===== src/rtl/rcs_pkg.sv =====
package rcs_pkg;

  typedef enum logic [2:0] {
    OP_IDLE  = 3'd0,
    OP_PUSH  = 3'd1,
    OP_DUP   = 3'd2,
    OP_OVER  = 3'd3,
    OP_DROP  = 3'd4,
    OP_BINOP = 3'd5,
    OP_REPL  = 3'd6,
    OP_RSVD  = 3'd7
  } rcs_op_e;

  // Entries that must be present before the command can run.
  function automatic int unsigned op_needs(rcs_op_e op);
    case (op)
      OP_DUP, OP_DROP, OP_REPL: return 1;
      OP_OVER, OP_BINOP:        return 2;
      default:                  return 0;
    endcase
  endfunction

  function automatic logic op_grows(rcs_op_e op);
    return (op == OP_PUSH) || (op == OP_DUP) || (op == OP_OVER);
  endfunction

  function automatic logic op_shrinks(rcs_op_e op);
    return (op == OP_DROP) || (op == OP_BINOP);
  endfunction

endpackage


===== src/rtl/rcs_ctrl.sv =====
module rcs_ctrl
  import rcs_pkg::*;
#(
  parameter int RAM_DEPTH = 16,
  parameter int DW        = $clog2(RAM_DEPTH + 3),
  parameter int AW        = $clog2(RAM_DEPTH)
) (
  input  logic          clk,
  input  logic          rst_n,
  input  rcs_op_e       op,
  output logic [DW-1:0] depth,
  output logic          ovf_flag,
  output logic          udf_flag,
  output logic          accept,
  output logic          ovf_evt,
  output logic          udf_evt,
  output logic          spill,
  output logic          fill,
  output logic [AW-1:0] ram_addr
);
  localparam int CAP = RAM_DEPTH + 2;

  logic          grows;
  logic          shrinks;
  logic [DW-1:0] slot;

  always_comb begin
    grows    = op_grows(op);
    shrinks  = op_shrinks(op);
    udf_evt  = (32'(depth) < op_needs(op));
    ovf_evt  = grows && (depth == DW'(CAP));
    accept   = !udf_evt && !ovf_evt;
    spill    = accept && grows && (depth >= DW'(2));
    fill     = accept && shrinks && (depth >= DW'(3));
    slot     = depth - (spill ? DW'(2) : DW'(3));
    ram_addr = (spill || fill) ? slot[AW-1:0] : '0;
  end

  always_ff @(posedge clk or negedge rst_n) begin
    if (!rst_n) begin
      depth    <= '0;
      ovf_flag <= 1'b0;
      udf_flag <= 1'b0;
    end else begin
      if (accept && grows)
        depth <= depth + DW'(1);
      else if (accept && shrinks)
        depth <= depth - DW'(1);
      if (ovf_evt) ovf_flag <= 1'b1;
      if (udf_evt) udf_flag <= 1'b1;
    end
  end

endmodule


===== src/rtl/rcs_ram.sv =====
module rcs_ram #(
  parameter int DATA_W    = 16,
  parameter int RAM_DEPTH = 16,
  parameter int AW        = $clog2(RAM_DEPTH)
) (
  input  logic              clk,
  input  logic              we,
  input  logic [AW-1:0]     addr,
  input  logic [DATA_W-1:0] wdata,
  output logic [DATA_W-1:0] rdata
);
  logic [DATA_W-1:0] mem [RAM_DEPTH];

  for (genvar i = 0; i < RAM_DEPTH; i++) begin : g_word
    always_ff @(posedge clk) begin
      if (we && (32'(addr) == i))
        mem[i] <= wdata;
    end
  end

  assign rdata = mem[addr];

endmodule


===== src/rtl/rcs_regs.sv =====
module rcs_regs
  import rcs_pkg::*;
#(
  parameter int DATA_W = 16
) (
  input  logic              clk,
  input  logic              rst_n,
  input  rcs_op_e           op,
  input  logic              accept,
  input  logic [DATA_W-1:0] cmd_data,
  input  logic [DATA_W-1:0] alu_res,
  input  logic              fill,
  input  logic [DATA_W-1:0] fill_data,
  output logic [DATA_W-1:0] tos,
  output logic [DATA_W-1:0] nos
);
  logic [DATA_W-1:0] tos_d;
  logic [DATA_W-1:0] nos_d;
  logic [DATA_W-1:0] below;

  always_comb begin
    below = fill ? fill_data : '0;
    tos_d = tos;
    nos_d = nos;
    if (accept) begin
      case (op)
        OP_PUSH:  begin tos_d = cmd_data; nos_d = tos;   end
        OP_DUP:   begin tos_d = tos;      nos_d = tos;   end
        OP_OVER:  begin tos_d = nos;      nos_d = tos;   end
        OP_DROP:  begin tos_d = nos;      nos_d = below; end
        OP_BINOP: begin tos_d = alu_res;  nos_d = below; end
        OP_REPL:  begin tos_d = cmd_data;                end
        default:  ;
      endcase
    end
  end

  always_ff @(posedge clk or negedge rst_n) begin
    if (!rst_n) begin
      tos <= '0;
      nos <= '0;
    end else begin
      tos <= tos_d;
      nos <= nos_d;
    end
  end

endmodule


===== src/rtl/regcache_stack.sv =====
module regcache_stack
  import rcs_pkg::*;
#(
  parameter int DATA_W    = 16,
  parameter int RAM_DEPTH = 16,
  localparam int DW       = $clog2(RAM_DEPTH + 3),
  localparam int AW       = $clog2(RAM_DEPTH)
) (
  input  logic              clk,
  input  logic              rst_n,
  input  logic [2:0]        cmd,
  input  logic [DATA_W-1:0] cmd_data,
  input  logic [DATA_W-1:0] alu_res,
  output logic [DATA_W-1:0] tos,
  output logic [DATA_W-1:0] nos,
  output logic [DW-1:0]     depth,
  output logic              overflow,
  output logic              underflow
);
  rcs_op_e           op;
  logic              accept;
  logic              ovf_evt;
  logic              udf_evt;
  logic              ram_we;
  logic              ram_re;
  logic [AW-1:0]     ram_addr;
  logic [DATA_W-1:0] ram_rdata;

  assign op = rcs_op_e'(cmd);

  rcs_ctrl #(.RAM_DEPTH(RAM_DEPTH), .DW(DW), .AW(AW)) ctrl_i (
    .clk      (clk),
    .rst_n    (rst_n),
    .op       (op),
    .depth    (depth),
    .ovf_flag (overflow),
    .udf_flag (underflow),
    .accept   (accept),
    .ovf_evt  (ovf_evt),
    .udf_evt  (udf_evt),
    .spill    (ram_we),
    .fill     (ram_re),
    .ram_addr (ram_addr)
  );

  rcs_ram #(.DATA_W(DATA_W), .RAM_DEPTH(RAM_DEPTH), .AW(AW)) ram_i (
    .clk   (clk),
    .we    (ram_we),
    .addr  (ram_addr),
    .wdata (nos),
    .rdata (ram_rdata)
  );

  rcs_regs #(.DATA_W(DATA_W)) regs_i (
    .clk       (clk),
    .rst_n     (rst_n),
    .op        (op),
    .accept    (accept),
    .cmd_data  (cmd_data),
    .alu_res   (alu_res),
    .fill      (ram_re),
    .fill_data (ram_rdata),
    .tos       (tos),
    .nos       (nos)
  );

endmodule


===== config.mk =====
export PLATFORM = sky130hd
export DESIGN_NAME = regcache_stack
export DESIGN_NICKNAME = d
export VERILOG_FILES = /design/src/rtl/rcs_pkg.sv /design/src/rtl/rcs_ctrl.sv /design/src/rtl/rcs_ram.sv /design/src/rtl/rcs_regs.sv /design/src/rtl/regcache_stack.sv
export SDC_FILE = /design/constraint.sdc
export NUM_CORES = 1
export LEC_CHECK = 0
export CORE_ASPECT_RATIO = 1.5
export CORE_MARGIN = 3
export CORE_UTILIZATION = 37
export DETAILED_ROUTE_END_ITERATION = 6
export SKIP_CTS_REPAIR_TIMING = 1
export SLEW_MARGIN = 15
export SYNTH_ARGS = -nofsm -noshare
export SYNTH_HDL_FRONTEND = slang
export SYNTH_HIERARCHICAL = 1
export SYNTH_SLANG_ARGS = --single-unit

===== constraint.sdc =====
create_clock -name clk -period 4.8 [get_ports clk]
set_clock_uncertainty 0.15 [all_clocks]
set_input_delay 0.96 -clock clk [delete_from_list [all_inputs] [get_ports clk]]
set_output_delay 0.96 -clock clk [all_outputs]
set_load 0.01 [all_outputs]

==> results of run 1 <==
power breakdown:
part | switching, W | internal [W] | total [W]
Clock | 0.000922 | 0.00126 | 0.00218
Combinational | 0.00162 | 0.00171 | 0.00333
Sequential | 0.000533 | 0.00350 | 0.00403
flip-flops by register name, indices dropped and copies added (netlist names):
register	flops
ctrl_i/depth	5
ctrl_i/ovf_flag	1
ctrl_i/udf_flag	1
ram_i/mem	256
regs_i/nos	16
regs_i/tos	16
worst paths after layout:
| path | startpoint | to | slack [ns] | cells past startpoint |
|---|---|---|---|---|
| hold reg to reg | ctrl_i/udf_flag | ctrl_i/udf_flag | 0.31 | 1 |
| setup reg to reg | ctrl_i/depth[1] | regs_i/nos[11] | 0.92 | 14 |
| max in group asynchronous | rst_n | regs_i/nos[2] | 3.68 | 2 |
| min in group asynchronous | rst_n | regs_i/tos[7] | 0.37 | 2 |
| hold / removal | ctrl_i/udf_flag | ctrl_i/udf_flag | 0.31 | 1 |
| setup / recovery | cmd[1] | regs_i/nos[11] | 0.71 | 17 |
logic make-up (layout without fill, tap and decap cells):
logic type	Yosys count	count (layout)
compound gates	109	109
xor+xnor	6	6
fa+ha+maj	7	7
buf+inv	88	220
flops	295	295
mux	101	101
simple gates	118	118
layer usage:
metal  vias up  share of wire [%]
li1       3106                  -
met1      3560                 40
met2       167                 54
met3        41                3.9
met4         0                2.1
met5         -                  0
worst max-delay path, delay by kind of cell:
| family | cells | cell delay, ns |
|---|---|---|
| compound gates | 3 | 0.64 |
| mux | 3 | 0.87 |
| buf+inv | 4 | 0.67 |
| xor+xnor | 1 | 0.14 |
| fa+ha+maj | 2 | 0.65 |
| simple gates | 4 | 0.42 |
synthesized netlist by cell type, drive strengths merged:
library cell    n
a22oi          32
a21o            2
inv            39
or3             1
ha              6
xnor2           4
fa              1
a41o            1
mux4           64
clkbuf         20
nor2           24
nor2b           4
or2             2
o21bai          1
nand3b          3
edfxtp        256
buf            29
nand3           2
nand2b          3
mux2           19
mux2i          18
a221oi          1
a21oi          20
nor3            8
o211ai         17
or3b            1
and2            2
a211oi          2
and3           17
nand2          50
or2b            1
xor2            2
dfrtp          39
o31ai           1
o32a           16
o311ai         16
final cells by class:
cell class	count	area, sq um
fillers	2853	18500
flip-flops and latches	295	8660
multi-input cells	341	3560
repair buffers	133	1250
clock buffers	29	693
well taps	420	526
clock inverters	19	206
inverters	39	146
metrics by stage:
stage	utilization, %	total power (W)	hold WS (ns)	std cells
after global placement	42.2	0.00742	0.300	1228
after CTS	44.8	0.00966	0.319	1276
after floorplan	-	0.00601	0.354	724
final	44.8	0.00954	0.314	1276
after global routing	44.8	0.0100	0.331	1276
after detailed placement	42.2	0.00746	0.302	1228
==> flow_metrics.env, run 1 <==
export IMPL_grt_pass1_wl_mm=44.9
export IMPL_grt_util_all_layers_pct=16.2
export IMPL_cp_slowest_cell="sky130_fd_sc_hd__mux4_2"
export IMPL_chipHeight_microns=232
export IMPL_gr_total_overflow=0
export IMPL_synthesis_nets=768
export IMPL_cell_types_occupying_the_most_area_after_synthesis="sky130_fd_sc_hd__edfxtp_1 (61%), sky130_fd_sc_hd__mux4_2 (11%), sky130_fd_sc_hd__dfrtp_1 (7.7%)"
export IMPL_vias_per_cell=5.39
export IMPL_critPathArrivalTime_ns=4.36
export IMPL_report_final_setup_viol=0
export IMPL_met3_usage_pct=1.60
export IMPL_dp_worst_setup_slack_ns=0.119
export IMPL_first_iter_violations=522
export IMPL_timing_max_slew_rel_slack_pct=38.6
export IMPL_initial_core_util_pct=37.7
export IMPL_floorplan_die_area_sq_um=36500
export IMPL_max_slew_worst_pin_slew_ns=0.919
export IMPL_critPathKind="in -> reg"
export IMPL_fraction_of_layout_cells_with_a_size_suffix_above_1_pct=24.9
export IMPL_endpoint_kind="flip-flop"
export IMPL_largest_net_degree_at_the_start_of_global_routing=56
export IMPL_post_synth_num_cell_types=49
export IMPL_synth_area_per_cell_sq_um=17.5
export IMPL_yosysSeqAreaShare_pct=68.5
export IMPL_post_route_drc_violation_count=0
export IMPL_setup_tns_ns=0
export IMPL_synth_largest_type_area_fraction_pct=60.8
export IMPL_number_of_antenna_violations_at_the_first_check_in_global_routing=0
export IMPL_clock_sinks=295
export IMPL_detailedPlacementHpwl_mm=19.5
export IMPL_cts_root_buffer="sky130_fd_sc_hd__clkbuf_16"
export IMPL_timing_max_cap_violations=0
export IMPL_synth_adder_area_share_pct=0.752
export IMPL_route_vias_total=6874
export IMPL_synth_simple_gate_area_share_pct=4.66
export IMPL_cts_htree_levels=1
export IMPL_worstSetupStartpointType="input port"
export IMPL_final_net_count=880
export IMPL_layout_commonest_cell="sky130_fd_sc_hd__edfxtp_1"
export IMPL_postPlaceCellArea_sq_um=14100
export IMPL_area_growth_synth_to_final_pct=19.0
export IMPL_finalWeightedCongestion=0.807
export IMPL_first_global_vias=7302
export IMPL_layout_worst_path_cycle_share_pct=85.2
export IMPL_timing_critical_path_cells="buf_2 -> xor2_1 -> nand2_1 -> ha_1 -> o31ai_4 -> a221oi_2 -> inv_1 -> ha_1 -> nor2_4 -> buf_12 -> buf_4 -> mux4_2 -> a22oi_1 -> nand2_1 -> nand2_1 -> mux2i_1 -> mux2_4"
export IMPL_timing_critical_path_mode_cell="sky130_fd_sc_hd__nand2_1"
export IMPL_synth_top_family_by_area="multiplexers"
export IMPL_rsz0062_at_grt="false"
export IMPL_power_per_cell_area_nw_per_um2=634
export IMPL_clk_pin_slew_worst_paths_ns=0.07
export IMPL_synth_yosys_warnings=6
export IMPL_synth_compound_area_share_pct=7.13
export IMPL_timing_critical_path_fanout_max=21
export IMPL_cp_data_required_time_ns=5.07
export IMPL_synth_cell_area_sq_um=12600
export IMPL_synth_xor_area_share_pct=0.416
export IMPL_hold_viol=0
export IMPL_tritoncts_num_buffers=26
export IMPL_detail_route_wl_per_cell_microns=22.7
export IMPL_crit_path_max_incr_delay_ns=0.53
export IMPL_run_status="complete, no violations"
export IMPL_numPortBuffers=75
export IMPL_synth_cells=724
export IMPL_post_synth_mux_area_share_pct=14.8
export IMPL_floorplan_die_width_microns=157
export IMPL_worst_skew_pair_later_pin_latency_ns=0.54
export IMPL_gr_usage_met1_pct=20.7
export IMPL_gr_max_usage_layer="met2"
export IMPL_layout_cell_area_non_filler_sq_um=15000
export IMPL_pin_count=76
export IMPL_antenna_left=0
export IMPL_irDropWorstVdd_uv=319
export IMPL_firstDrtPassIters=5
export IMPL_slew_viol_final=0
export IMPL_most_common_layout_cells="sky130_fd_sc_hd__edfxtp_1 (256), sky130_fd_sc_hd__clkdlybuf4s50_1 (71), sky130_fd_sc_hd__mux4_2 (64), sky130_fd_sc_hd__buf_4 (51), sky130_fd_sc_hd__nand2_1 (50)"
export IMPL_p_leak_nw=5.20
export IMPL_globalRouteMet2Util_pct=29.3
export IMPL_achievable_frequency_mhz=245
export IMPL_tritoncts="yes"
export IMPL_worst_slack_ns=0.712
export IMPL_final_period_minus_worst_setup_slack_ns=4.09
export IMPL_worst_hold_path_type="reg -> reg"
export IMPL_buffers_from_clock_root_to_sink_at_most=3
export IMPL_yosys_area_top_type="sky130_fd_sc_hd__edfxtp_1"
export IMPL_row_count=82
export IMPL_core_area_sq_um=33500
export IMPL_routed_wl_mm=28.9
export IMPL_ys_ff_latch=295
export IMPL_n_antenna_cell=0
Note: power is estimated with default switching activity, not from simulation.
==> run 2, diff against run 1 <==
--- a/config.mk
+++ b/config.mk
@@ -8,6 +8,7 @@
 export CORE_ASPECT_RATIO = 1.5
 export CORE_MARGIN = 3
 export CORE_UTILIZATION = 37
+export CTS_BUF_LIST = sky130_fd_sc_hd__clkbuf_16
 export DETAILED_ROUTE_END_ITERATION = 6
 export SKIP_CTS_REPAIR_TIMING = 1
 export SLEW_MARGIN = 15
==> run 2 against run 1 <==
  * Sequential share of layout area about the same
  * Register-to-register slack about the same
  * Non-clock buffer count unchanged
  * First-iteration DRC count down 2.3%
  * Via count down 0.44%
  * Routed wire length down 0.17%
  * Worst hold slack about the same
  * Critical endpoint is now regs_i/nos[10]
  * Largest power group unchanged
==> flow_metrics.env, run 2 (synthesized netlist as in run 1, its figures left out) <==
export IMPL_chipHeight_microns=232
export IMPL_worst_hold_path_type="reg -> reg"
export IMPL_biggestRegsByFlops="ram_i/mem (256), regs_i/nos (16), regs_i/tos (16)"
export IMPL_irDropWorstVdd_uv=319
export IMPL_layout_worst_path_cycle_share_pct=85.2
export IMPL_antenna_left=0
export IMPL_worstSetupStartpointType="input port"
export IMPL_post_place_cells=1228
export IMPL_area_growth_synth_to_final_pct=18.9
export IMPL_most_common_layout_cells="sky130_fd_sc_hd__edfxtp_1 (256), sky130_fd_sc_hd__clkdlybuf4s50_1 (71), sky130_fd_sc_hd__mux4_2 (64), sky130_fd_sc_hd__buf_4 (51), sky130_fd_sc_hd__nand2_1 (50)"
export IMPL_startpoint_of_the_worst_slack_reg_to_reg_timing_path="ctrl_i/depth[1]"
export IMPL_startpoint_of_the_most_critical_hold_path="ctrl_i/udf_flag"
export IMPL_critical_path_buf_inv_count=4
export IMPL_finalWeightedCongestion=0.807
export IMPL_critical_path_cell_count=17
export IMPL_achievable_frequency_mhz=245
export IMPL_numPortBuffers=75
export IMPL_cp_slowest_cell="sky130_fd_sc_hd__mux4_2"
export IMPL_worst_skew_pair_later_pin_latency_ns=0.54
export IMPL_floorplan_die_width_microns=157
export IMPL_gr_usage_met1_pct=20.8
export IMPL_endpoint_kind="flip-flop"
export IMPL_final_period_minus_worst_setup_slack_ns=4.09
export IMPL_route_vias_total=6844
export IMPL_timing_max_slew_rel_slack_pct=39.5
export IMPL_pin_count=76
export IMPL_startpoint="cmd[1]"
export IMPL_slew_viol_final=0
export IMPL_tritoncts_num_buffers=26
export IMPL_report_final_setup_viol=0
export IMPL_critPathArrivalTime_ns=4.36
export IMPL_routed_wl_mm=28.9
export IMPL_hold_worst_slack_ns=0.314
export IMPL_gr_total_overflow=0
export IMPL_vias_per_cell=5.36
export IMPL_setup_tns_ns=0
export IMPL_first_global_vias=7302
export IMPL_buffers_from_clock_root_to_sink_at_most=3
export IMPL_core_area_sq_um=33500
export IMPL_floorplan_die_area_sq_um=36500
export IMPL_p_leak_nw=5.19
export IMPL_tritoncts="yes"
export IMPL_final_net_count=880
export IMPL_crit_path_max_incr_delay_ns=0.50
export IMPL_grt_util_all_layers_pct=16.2
export IMPL_rsz0062_at_grt="false"
export IMPL_timing_max_cap_violations=0
export IMPL_post_route_drc_violation_count=0
export IMPL_timing_critical_path_max_delay_family="multiplexers"
export IMPL_registers_top_by_ff_count="ram_i/mem"
export IMPL_largest_net_degree_at_the_start_of_global_routing=56
export IMPL_number_of_cells_traversed_by_the_worst_register_to_register_path=14
export IMPL_detailedPlacementHpwl_mm=19.5
export IMPL_hold_depth=1
export IMPL_timing_critical_path_mode_cell="sky130_fd_sc_hd__nand2_1"
export IMPL_grt_pass1_wl_mm=44.9
export IMPL_n_antenna_cell=0
export IMPL_n_fill_cell=2856
export IMPL_first_iter_violations=510
export IMPL_firstDrtPassIters=4
export IMPL_run_status="complete, no violations"
export IMPL_clk_pin_slew_worst_paths_ns=0.07
export IMPL_globalRouteMet2Util_pct=29.2
export IMPL_row_count=82
export IMPL_initial_core_util_pct=37.7
export IMPL_layout_commonest_cell="sky130_fd_sc_hd__edfxtp_1"
export IMPL_number_of_antenna_violations_at_the_first_check_in_global_routing=0
export IMPL_dp_worst_setup_slack_ns=0.119
export IMPL_detail_route_wl_per_cell_microns=22.6
export IMPL_cts_root_buffer="sky130_fd_sc_hd__clkbuf_16"
export IMPL_power_per_cell_area_nw_per_um2=633
export IMPL_worst_slack_ns=0.710
export IMPL_fin_total_pwr_w=0.00951
export IMPL_fin_cells=1276
export IMPL_max_slew_worst_pin_slew_ns=0.905
export IMPL_cts_htree_levels=1
export IMPL_met3_usage_pct=1.60
export IMPL_critPathKind="in -> reg"
export IMPL_gr_max_usage_layer="met2"
export IMPL_hold_viol=0
export IMPL_cp_data_required_time_ns=5.08
export IMPL_timing_critical_path_fanout_max=21
export IMPL_fraction_of_layout_cells_with_a_size_suffix_above_1_pct=24.8
export IMPL_clock_sinks=295
export IMPL_max_ffs_per_register=256
export IMPL_timing_critical_path_cells="buf_2 -> xor2_1 -> nand2_1 -> ha_1 -> o31ai_4 -> a221oi_2 -> inv_1 -> ha_1 -> nor2_4 -> buf_12 -> buf_12 -> mux4_2 -> a22oi_1 -> nand2_1 -> nand2_1 -> mux2i_1 -> mux2_4"
==> run 2: worst paths after layout <==
path | to | slack (ns)
setup / recovery | regs_i/nos[10] | 0.71
hold / removal | ctrl_i/udf_flag | 0.31
setup reg to reg | regs_i/nos[10] | 0.92
hold reg to reg | ctrl_i/udf_flag | 0.31
max in group asynchronous | regs_i/nos[2] | 3.68
min in group asynchronous | regs_i/tos[7] | 0.37
==> run 2: final cells by class <==
cell class                      instances  area (sq um)  area share, %
Clock buffer                           27           676           4.49
Tap cell                              420           526           3.50
Clock inverter                         21           214           1.42
Timing Repair Buffer                  133          1250           8.34
Sequential cell                       295          8660           57.6
Multi-Input combinational cell        341          3560           23.7
Inverter                               39           146          0.974
==> run 2: layer usage <==
layer	wire, microns	vias to the layer above
li1	-	3109
met1	11700	3535
met2	15500	159
met3	1030	41
met4	608	0
met5	0	-
==> run 2: power breakdown <==
| group | internal [W] | switching [W] |
|---|---|---|
| sequential | 0.00350 | 0.000533 |
| clock | 0.00124 | 0.000921 |
| combinational | 0.00171 | 0.00161 |
==> run 2: per-stage QoR <==
step / utilization (%) / cell area (sq um)
after floorplan: - / 12600
after global placement: 42.2 / 14100
after detailed placement: 42.2 / 14100
after CTS: 44.8 / 15000
after global routing: 44.8 / 15000
final: 44.8 / 15000
==> run 2: worst reg2reg max path, delay by kind of cell, from the launching register on <==
family,cells,cell delay [ns]
AO/OA/AOI/OAI,3,0.68
adder cells (fa/ha/maj),2,0.71
buffers and inverters,3,0.53
flip-flops,1,0.50
multiplexers,3,0.86
AND/OR/NAND/NOR,3,0.32
